$ cat config.mk
export PLATFORM = sky130hd
export DESIGN_NAME = cmt_timer
export DESIGN_NICKNAME = d
export VERILOG_FILES = /design/src/rtl/cmt_pkg.sv /design/src/rtl/cmt_regs.sv /design/src/rtl/cmt_prescale.sv /design/src/rtl/cmt_counter.sv /design/src/rtl/cmt_timer.sv
export SDC_FILE = /design/constraint.sdc
export NUM_CORES = 1
export LEC_CHECK = 0
export ABC_AREA = 1
export BUFFER_PORTS_ARGS = -buffer_cell sky130_fd_sc_hd__buf_2
export CAP_MARGIN = 20
export CORE_UTILIZATION = 45
export DETAILED_ROUTE_END_ITERATION = 6
export PLACE_DENSITY_LB_ADDON = 0.1
export SLEW_MARGIN = 20
export SYNTH_ARGS = -nofsm -noshare
export SYNTH_HDL_FRONTEND = slang
export SYNTH_SLANG_ARGS = --single-unit
$ cat constraint.sdc
create_clock -name clk -period 3 [get_ports clk]
set_input_delay 0.45 -clock clk [delete_from_list [all_inputs] [get_ports clk]]
set_output_delay 0.45 -clock clk [all_outputs]
set_load 0.02 [all_outputs]
$ cat src/rtl/cmt_pkg.sv
package cmt_pkg;
  localparam int BUS_W    = 32;
  localparam int ADDR_W   = 5;
  localparam int PEND_BIT = 10;

  typedef enum logic [2:0] {
    IDX_MATCH = 3'd0,
    IDX_COUNT = 3'd1,
    IDX_CTRL  = 3'd2,
    IDX_CLEAR = 3'd3,
    IDX_DIV   = 3'd4,
    IDX_STAT  = 3'd5
  } reg_idx_e;
endpackage

$ cat src/rtl/cmt_regs.sv
module cmt_regs
  import cmt_pkg::*;
#(
  parameter int CNT_W = 32,
  parameter int DIV_W = 2
) (
  input  logic              clk,
  input  logic              rst_n,
  input  logic [ADDR_W-1:0] bus_addr,
  input  logic              bus_wr,
  input  logic [BUS_W-1:0]  bus_wdata,
  input  logic [CNT_W-1:0]  count,
  input  logic              pend,
  output logic [CNT_W-1:0]  match_val,
  output logic              run,
  output logic              auto_rst,
  output logic [DIV_W-1:0]  div_sel,
  output logic              clear_req,
  output logic [BUS_W-1:0]  bus_rdata
);
  reg_idx_e         idx;
  logic [CNT_W-1:0] match_q, match_d;
  logic [1:0]       ctrl_q, ctrl_d;
  logic [DIV_W-1:0] div_q, div_d;
  logic             unused_bits;

  assign idx         = reg_idx_e'(bus_addr[ADDR_W-1:2]);
  assign unused_bits = ^{bus_addr[1:0], bus_wdata};

  always_comb begin
    match_d   = match_q;
    ctrl_d    = ctrl_q;
    div_d     = div_q;
    clear_req = 1'b0;
    if (bus_wr) begin
      case (idx)
        IDX_MATCH: match_d   = bus_wdata[CNT_W-1:0];
        IDX_CTRL:  ctrl_d    = bus_wdata[1:0];
        IDX_CLEAR: clear_req = 1'b1;
        IDX_DIV:   div_d     = bus_wdata[DIV_W-1:0];
        default:   ;
      endcase
    end
  end

  always_ff @(posedge clk or negedge rst_n) begin
    if (!rst_n) begin
      match_q <= '0;
      ctrl_q  <= '0;
      div_q   <= '0;
    end else begin
      match_q <= match_d;
      ctrl_q  <= ctrl_d;
      div_q   <= div_d;
    end
  end

  always_comb begin
    bus_rdata = '0;
    case (idx)
      IDX_MATCH: bus_rdata[CNT_W-1:0] = match_q;
      IDX_COUNT: bus_rdata[CNT_W-1:0] = count;
      IDX_CTRL:  bus_rdata[1:0]       = ctrl_q;
      IDX_DIV:   bus_rdata[DIV_W-1:0] = div_q;
      IDX_STAT:  bus_rdata[PEND_BIT]  = pend;
      default:   ;
    endcase
  end

  assign match_val = match_q;
  assign run       = ctrl_q[0];
  assign auto_rst  = ctrl_q[1];
  assign div_sel   = div_q;
endmodule

$ cat src/rtl/cmt_prescale.sv
module cmt_prescale #(
  parameter int DIV_W = 2
) (
  input  logic             clk,
  input  logic             rst_n,
  input  logic             run,
  input  logic [DIV_W-1:0] div_sel,
  output logic             tick
);
  logic [DIV_W-1:0] pre_q, pre_d;

  assign tick = run && (pre_q == div_sel);

  always_comb begin
    if (!run || tick) pre_d = '0;
    else              pre_d = pre_q + 1'b1;
  end

  always_ff @(posedge clk or negedge rst_n) begin
    if (!rst_n) pre_q <= '0;
    else        pre_q <= pre_d;
  end
endmodule

$ cat src/rtl/cmt_counter.sv
module cmt_counter #(
  parameter int CNT_W   = 32,
  parameter int CLR_LAT = 2
) (
  input  logic             clk,
  input  logic             rst_n,
  input  logic             run,
  input  logic             tick,
  input  logic             auto_rst,
  input  logic [CNT_W-1:0] match_val,
  input  logic             clear_req,
  output logic [CNT_W-1:0] count,
  output logic             pend,
  output logic             irq
);
  localparam int LAT_W = $clog2(CLR_LAT + 1);
  localparam logic [LAT_W-1:0] LAST = LAT_W'(CLR_LAT - 1);

  logic [CNT_W-1:0] cnt_q, cnt_d;
  logic [LAT_W-1:0] sync_q, sync_d;
  logic             pend_q, pend_d;
  logic             eq, eq_q;
  logic             clr_fire;

  always_comb begin
    pend_d   = pend_q;
    sync_d   = sync_q;
    clr_fire = 1'b0;
    if (clear_req) begin
      pend_d = 1'b1;
      sync_d = '0;
    end else if (pend_q) begin
      if (sync_q == LAST) begin
        pend_d   = 1'b0;
        clr_fire = 1'b1;
      end else begin
        sync_d = sync_q + 1'b1;
      end
    end
  end

  assign eq = (cnt_q == match_val);

  always_comb begin
    cnt_d = cnt_q;
    if (clr_fire)             cnt_d = '0;
    else if (tick && auto_rst && eq) cnt_d = '0;
    else if (tick)            cnt_d = cnt_q + 1'b1;
  end

  always_ff @(posedge clk or negedge rst_n) begin
    if (!rst_n) begin
      cnt_q  <= '0;
      sync_q <= '0;
      pend_q <= 1'b0;
      eq_q   <= 1'b0;
    end else begin
      cnt_q  <= cnt_d;
      sync_q <= sync_d;
      pend_q <= pend_d;
      eq_q   <= eq;
    end
  end

  assign count = cnt_q;
  assign pend  = pend_q;
  assign irq   = run && eq && !eq_q;
endmodule

$ cat src/rtl/cmt_timer.sv
module cmt_timer
  import cmt_pkg::*;
#(
  parameter int CNT_W   = 32,
  parameter int DIV_W   = 2,
  parameter int CLR_LAT = 2
) (
  input  logic              clk,
  input  logic              rst_n,
  input  logic [ADDR_W-1:0] bus_addr,
  input  logic              bus_wr,
  input  logic [BUS_W-1:0]  bus_wdata,
  output logic [BUS_W-1:0]  bus_rdata,
  output logic              irq_o
);
  logic [1:0]       rs_q;
  logic             srst_n;
  logic [CNT_W-1:0] match_w, count_w;
  logic             run_w, auto_w, clear_w, tick_w, pend_w;
  logic [DIV_W-1:0] div_w;

  always_ff @(posedge clk or negedge rst_n) begin
    if (!rst_n) rs_q <= 2'b00;
    else        rs_q <= {rs_q[0], 1'b1};
  end
  assign srst_n = rs_q[1];

  cmt_regs #(.CNT_W(CNT_W), .DIV_W(DIV_W)) u_regs (
    .clk(clk), .rst_n(srst_n), .bus_addr(bus_addr), .bus_wr(bus_wr),
    .bus_wdata(bus_wdata), .count(count_w), .pend(pend_w),
    .match_val(match_w), .run(run_w), .auto_rst(auto_w), .div_sel(div_w),
    .clear_req(clear_w), .bus_rdata(bus_rdata)
  );

  cmt_prescale #(.DIV_W(DIV_W)) u_pre (
    .clk(clk), .rst_n(srst_n), .run(run_w), .div_sel(div_w), .tick(tick_w)
  );

  cmt_counter #(.CNT_W(CNT_W), .CLR_LAT(CLR_LAT)) u_cnt (
    .clk(clk), .rst_n(srst_n), .run(run_w), .tick(tick_w), .auto_rst(auto_w),
    .match_val(match_w), .clear_req(clear_w), .count(count_w),
    .pend(pend_w), .irq(irq_o)
  );
endmodule

[Word level (Yosys, flattened, before mapping)]
Index checks and enable logic that the tools add are counted.
Storage, ports and cells
  register bits: 76
  output and inout bits: 33
  input port bits: 40
  word-level logic and storage cells: 55
Operators by class
  reductions and logical operators: 15
  muxes and demuxes: 19
  eq/ne operators: 9
  $add $sub $neg: 3
Operators by type and width (number)
  32-bit two-way mux: 3
  21-bit case mux with 2 select lines: 1
  32-bit by 1-bit adder with 32-bit output (second input constant): 1
  32-bit equality test: 1
  8-bit case mux with 2 select lines: 1
  1-bit two-way mux: 8
  2-bit two-way mux: 4
  2-bit case mux with 4 select lines: 1
  2-bit AND reduction: 4
  3-bit by 2-bit equality test with 1-bit output (second input constant): 2
  3-bit equality test (second input constant): 2
  1-bit logical AND: 5
  2-bit by 1-bit adder with 2-bit output (second input constant): 2
  3-bit by 1-bit equality test with 1-bit output (second input constant): 1
  3-bit logical NOT: 1
  1-bit case mux with 3 select lines: 1
  3-bit nonzero test: 1
  2-bit by 1-bit equality test with 1-bit output (second input constant): 1
  2-bit equality test: 1
  1-bit logical NOT: 2
  2-bit inequality test (second input constant): 1
  2-bit nonzero test: 1
  1-bit logical OR: 1

[Longest topological paths before layout]
  word-level depth: 6
  mapped depth: 12
  gate-level depth less buffers: 11

[Modules after synthesis]
Synthesis repeated with hierarchy kept, for this count alone.
Unflattened totals
  cell total of the unflattened synthesis: 683
  area total of the unflattened synthesis: 4947.2 µm²
Modules (own cells, without submodules)
  cmt_counter: seq. area each 900.9 µm², area an instance 2672.6 µm², times used 1, cells each 385
  cmt_regs: seq. area each 900.9 µm², area an instance 2097.0 µm², times used 1, cells each 276
  cmt_prescale: seq. area each 50.0 µm², area an instance 123.9 µm², times used 1, cells each 19
  cmt_timer: seq. area each 50.0 µm², area an instance 53.8 µm², times used 1, cells each 3

[Worst setup path after synthesis]
No wires, ideal clock.
  path kind: register -> output
  start: reg u_cnt.cnt_q[20] (netlist: u_cnt.count[20])
  end: out irq_o
  cell stages (with the launch flop): 9
  data arrival time: 1.484 ns
  path slack: 1.066 ns
  cell sequence: dfrtp_1 -> buf_2 -> xnor2_1 -> nand2_1 -> nor2_1 -> nand2_1 -> nor2_2 -> nand2_1 -> nor3_1
Between the ends
  cells in the longest elaborated chain, start to end: 3
RTL lines
  start, declared: line cmt_counter.sv:19  | logic [CNT_W-1:0] cnt_q, cnt_d;
  start signal, assigned: line cmt_counter.sv:58  | cnt_q <= cnt_d;
  32-bit equality test: line cmt_counter.sv:42  | assign eq = (cnt_q == match_val);
  1-bit logical AND (2 in series): line cmt_counter.sv:67  | assign irq = run && eq && !eq_q;
  end, declared: line cmt_timer.sv:14  | output logic irq_o
Every way passes these cells.

[Worst setup path in the final report]
Ends and elaborated chain as after synthesis.

==> reports/metrics.cfg <==
[setup_path]
cp.arrival_ns = 2.06
cp_max_fo = 6
end_kind = output port
critical_path_class = reg -> out
required_ns = 2.55
startpoint_type = register
r2r-start = u_cnt.count[20]
r2r_cells = 8
reg2reg_to = u_cnt.count[29]
r2r_slack_ns = 1.08

[synth]
ys_seq_elements = 76
syn_avg_cell_area_sq_um = 7.54
synth_cell_types = 41
synth_top_area_share_pct = 40.9
yosysWarnings = 0
synthFlopType = dfrtp_1
syn-cell-area_sq_mm = 0.00465
synthArstFlopShare_pct = 100
synth-seq-area-share_pct = 40.9
ys_top_cells_by_area = dfrtp_1 41%, nand2_1 13%, inv_1 6.8%
synthCells = 616
synth_edf_count = 0
yosysTopAreaCell = dfrtp_1
syn_nets = 658

[timing]
clock_skew_ns = 0.00994
slew_headroom_pct = 61.1
tightest_slew_ns = 0.584
fmax_mhz = 399
layout_min_cycle_time_ns = 2.51
setup_viol = 0
final.period_utilization_pct = 83.5
finalMaxSlewViolations = 0
rsz0062_at_grt = no
tns_ns = 0
finalHoldViolations = 0

[clocking]
clock_sinks = 76
clockRootBuffer = clkbuf_8
insertion_delay_ns = 0.36
cts-htree-levels = 3
cts_buffer_depth = 2
cts_made_buffers = 9
path_clk_slew_ns = 0.08
cts_tree = done

[die]
die-area_sq_mm = 0.0107
row_count = 36
die_w_microns = 104
start_util_pct = 46.9
die_h_microns = 104
core_sq_mm = 0.00991
io-pin-count = 73

[cells_and_area]
fill_cells = 989
fin_cells = 820
syn_to_final_growth_pct = 13.3
final_cell_mix = 161 x nand2_1, 84 x inv_1, 83 x nor2_1
diodes = 0
fin_nets = 725
layout_commonest_cell = nand2_1
layout-drive-gt1-share_pct = 19.7

[run_status]
status = completed

[power]
ir_drop_mv = 0.289
leakage_nw = 2.56
p_per_area_mw_per_mm2 = 527

[placement]
numPortBuffers = 70
detailed_place_hpwl_mm = 8.43
dp.cells = 804
place_congestion = 0.854

[detailed_routing]
avgRoutedWirePerCell_microns = 14.0
drtAntennaViolNets = 0
vias = 4024
viasPerCell = 4.91
drt_iter0_drc = 168
drt_wl_total_mm = 11.5
drc = 0
dr.pass1.iters = 4

[global_route]
grt-ovfl-total = 0
grt_max_degree = 75
grt_pass1_wl_mm = 19.3
grt_pass1_vias = 3916
antenna_found_initial = 0
track_usage_pct = 22.9

[flow_run]
drv_cap = 0

[hold_path]
hp-class = reg -> async

layer usage:
metal  GRT usage, %  vias up  wire length, microns
li1               -     2076                     -
met5              0        -                     0
met4           9.11        0                   192
met3           2.39       12                   381
met1           31.3     1865                  5510
met2           37.2       71                  5400
cell families (layout without fill, tap and decap cells):
group / Yosys count / after routing / synth area share [%]
other: 1 / 1 / 0.0807
multiplexers: 9 / 9 / 2.34
buffers and inverters: 108 / 179 / 10.4
adder cells (fa/ha/maj): 2 / 2 / 0.538
AND/OR/NAND/NOR: 320 / 320 / 30.9
XOR/XNOR: 33 / 33 / 6.54
AO/OA/AOI/OAI: 67 / 67 / 8.24
flip-flops: 76 / 76 / 40.9
where the power goes:
group / total, W / internal (W) / leakage, nW / switching, W
clock network: 0.000829 / 0.000450 / 0.103 / 0.000380
registers: 0.00129 / 0.00117 / 0.950 / 0.000124
logic: 0.000656 / 0.000247 / 1.51 / 0.000409
total: 0.00278 / 0.00186 / 2.56 / 0.000913
critical path, stage by stage (launching register included):
cell     delay [ns]
dfrtp_1        0.47
xnor2_1        0.34
nand2_1        0.09
nor2_1         0.12
nand2_1        0.07
nor2_2         0.15
nand2_1        0.08
nor3_1         0.18
buf_2          0.20
worst max path at each step:
stage / from / end / cells past startpoint
3_5_place_dp: bus_addr[4] / u_regs.match_val[23] / 6
6_report: u_cnt.count[20] / irq_o / 8
4_1_cts: u_cnt.count[20] / irq_o / 8
2_1_floorplan: rs_q[1] / u_cnt.count[0] / 0
3_3_place_gp: bus_addr[4] / bus_rdata[10] / 6
5_1_grt: u_cnt.count[20] / irq_o / 8
state kept, by name, indices dropped and copies added (netlist names):
name,flops
u_cnt.pend,1
rs_q,2
u_regs.ctrl_q,2
u_regs.match_val,32
u_cnt.sync_q,2
u_cnt.eq_q,1
u_regs.div_sel,2
u_pre.pre_q,2
u_cnt.count,32
synth_stat cells (2+ instances only):
cell        n
nor2_2     14
nand2_4     3
mux2_4      2
inv_2       4
ha_1        2
nor3_1      7
xor2_1     20
buf_1       2
nor2_1     83
buf_6       8
nand2_2     3
a22o_1      2
o21ai_0    16
nand3_2     3
inv_4       2
xnor2_2     2
clkbuf_1    3
xnor2_1    11
nand4_1    15
a21oi_1    22
dfrtp_1    76
nor2_4      5
nand3_1    19
mux2_2      7
inv_1      84
o22ai_1    21
buf_2       3
nor3_2      3
nand2_1   161
nand3b_1    2
metrics by stage:
step	setup WS (ns)	total power (W)	util (%)	instance area (sq um)	hold WS, ns
floorplan	0.727	0.00182	-	4650	0.154
global placement	0.686	0.00196	51.0	5050	0.234
detailed placement	0.659	0.00198	51.0	5050	0.235
CTS	0.474	0.00281	53.1	5270	0.306
global route	0.343	0.00295	53.1	5270	0.305
finish	0.494	0.00278	53.1	5270	0.284
cell type report:
cell class / instances / area, sq um / share of cell area [%]
multi-input cells: 432 / 2260 / 42.9
repair buffers: 73 / 388 / 7.37
clock buffers: 14 / 173 / 3.28
well taps: 133 / 166 / 3.16
clock inverters: 1 / 30.0 / 0.570
flip-flops and latches: 76 / 1900 / 36.1
inverters: 91 / 347 / 6.58
timing repair:
action | CTS | global route
hold buffers | 1 | 0
buffers inserted | 0 | 0
hold endpoints to repair | 2 | 0
resized for setup | 0 | 0
(Power assumes the default switching activity.)
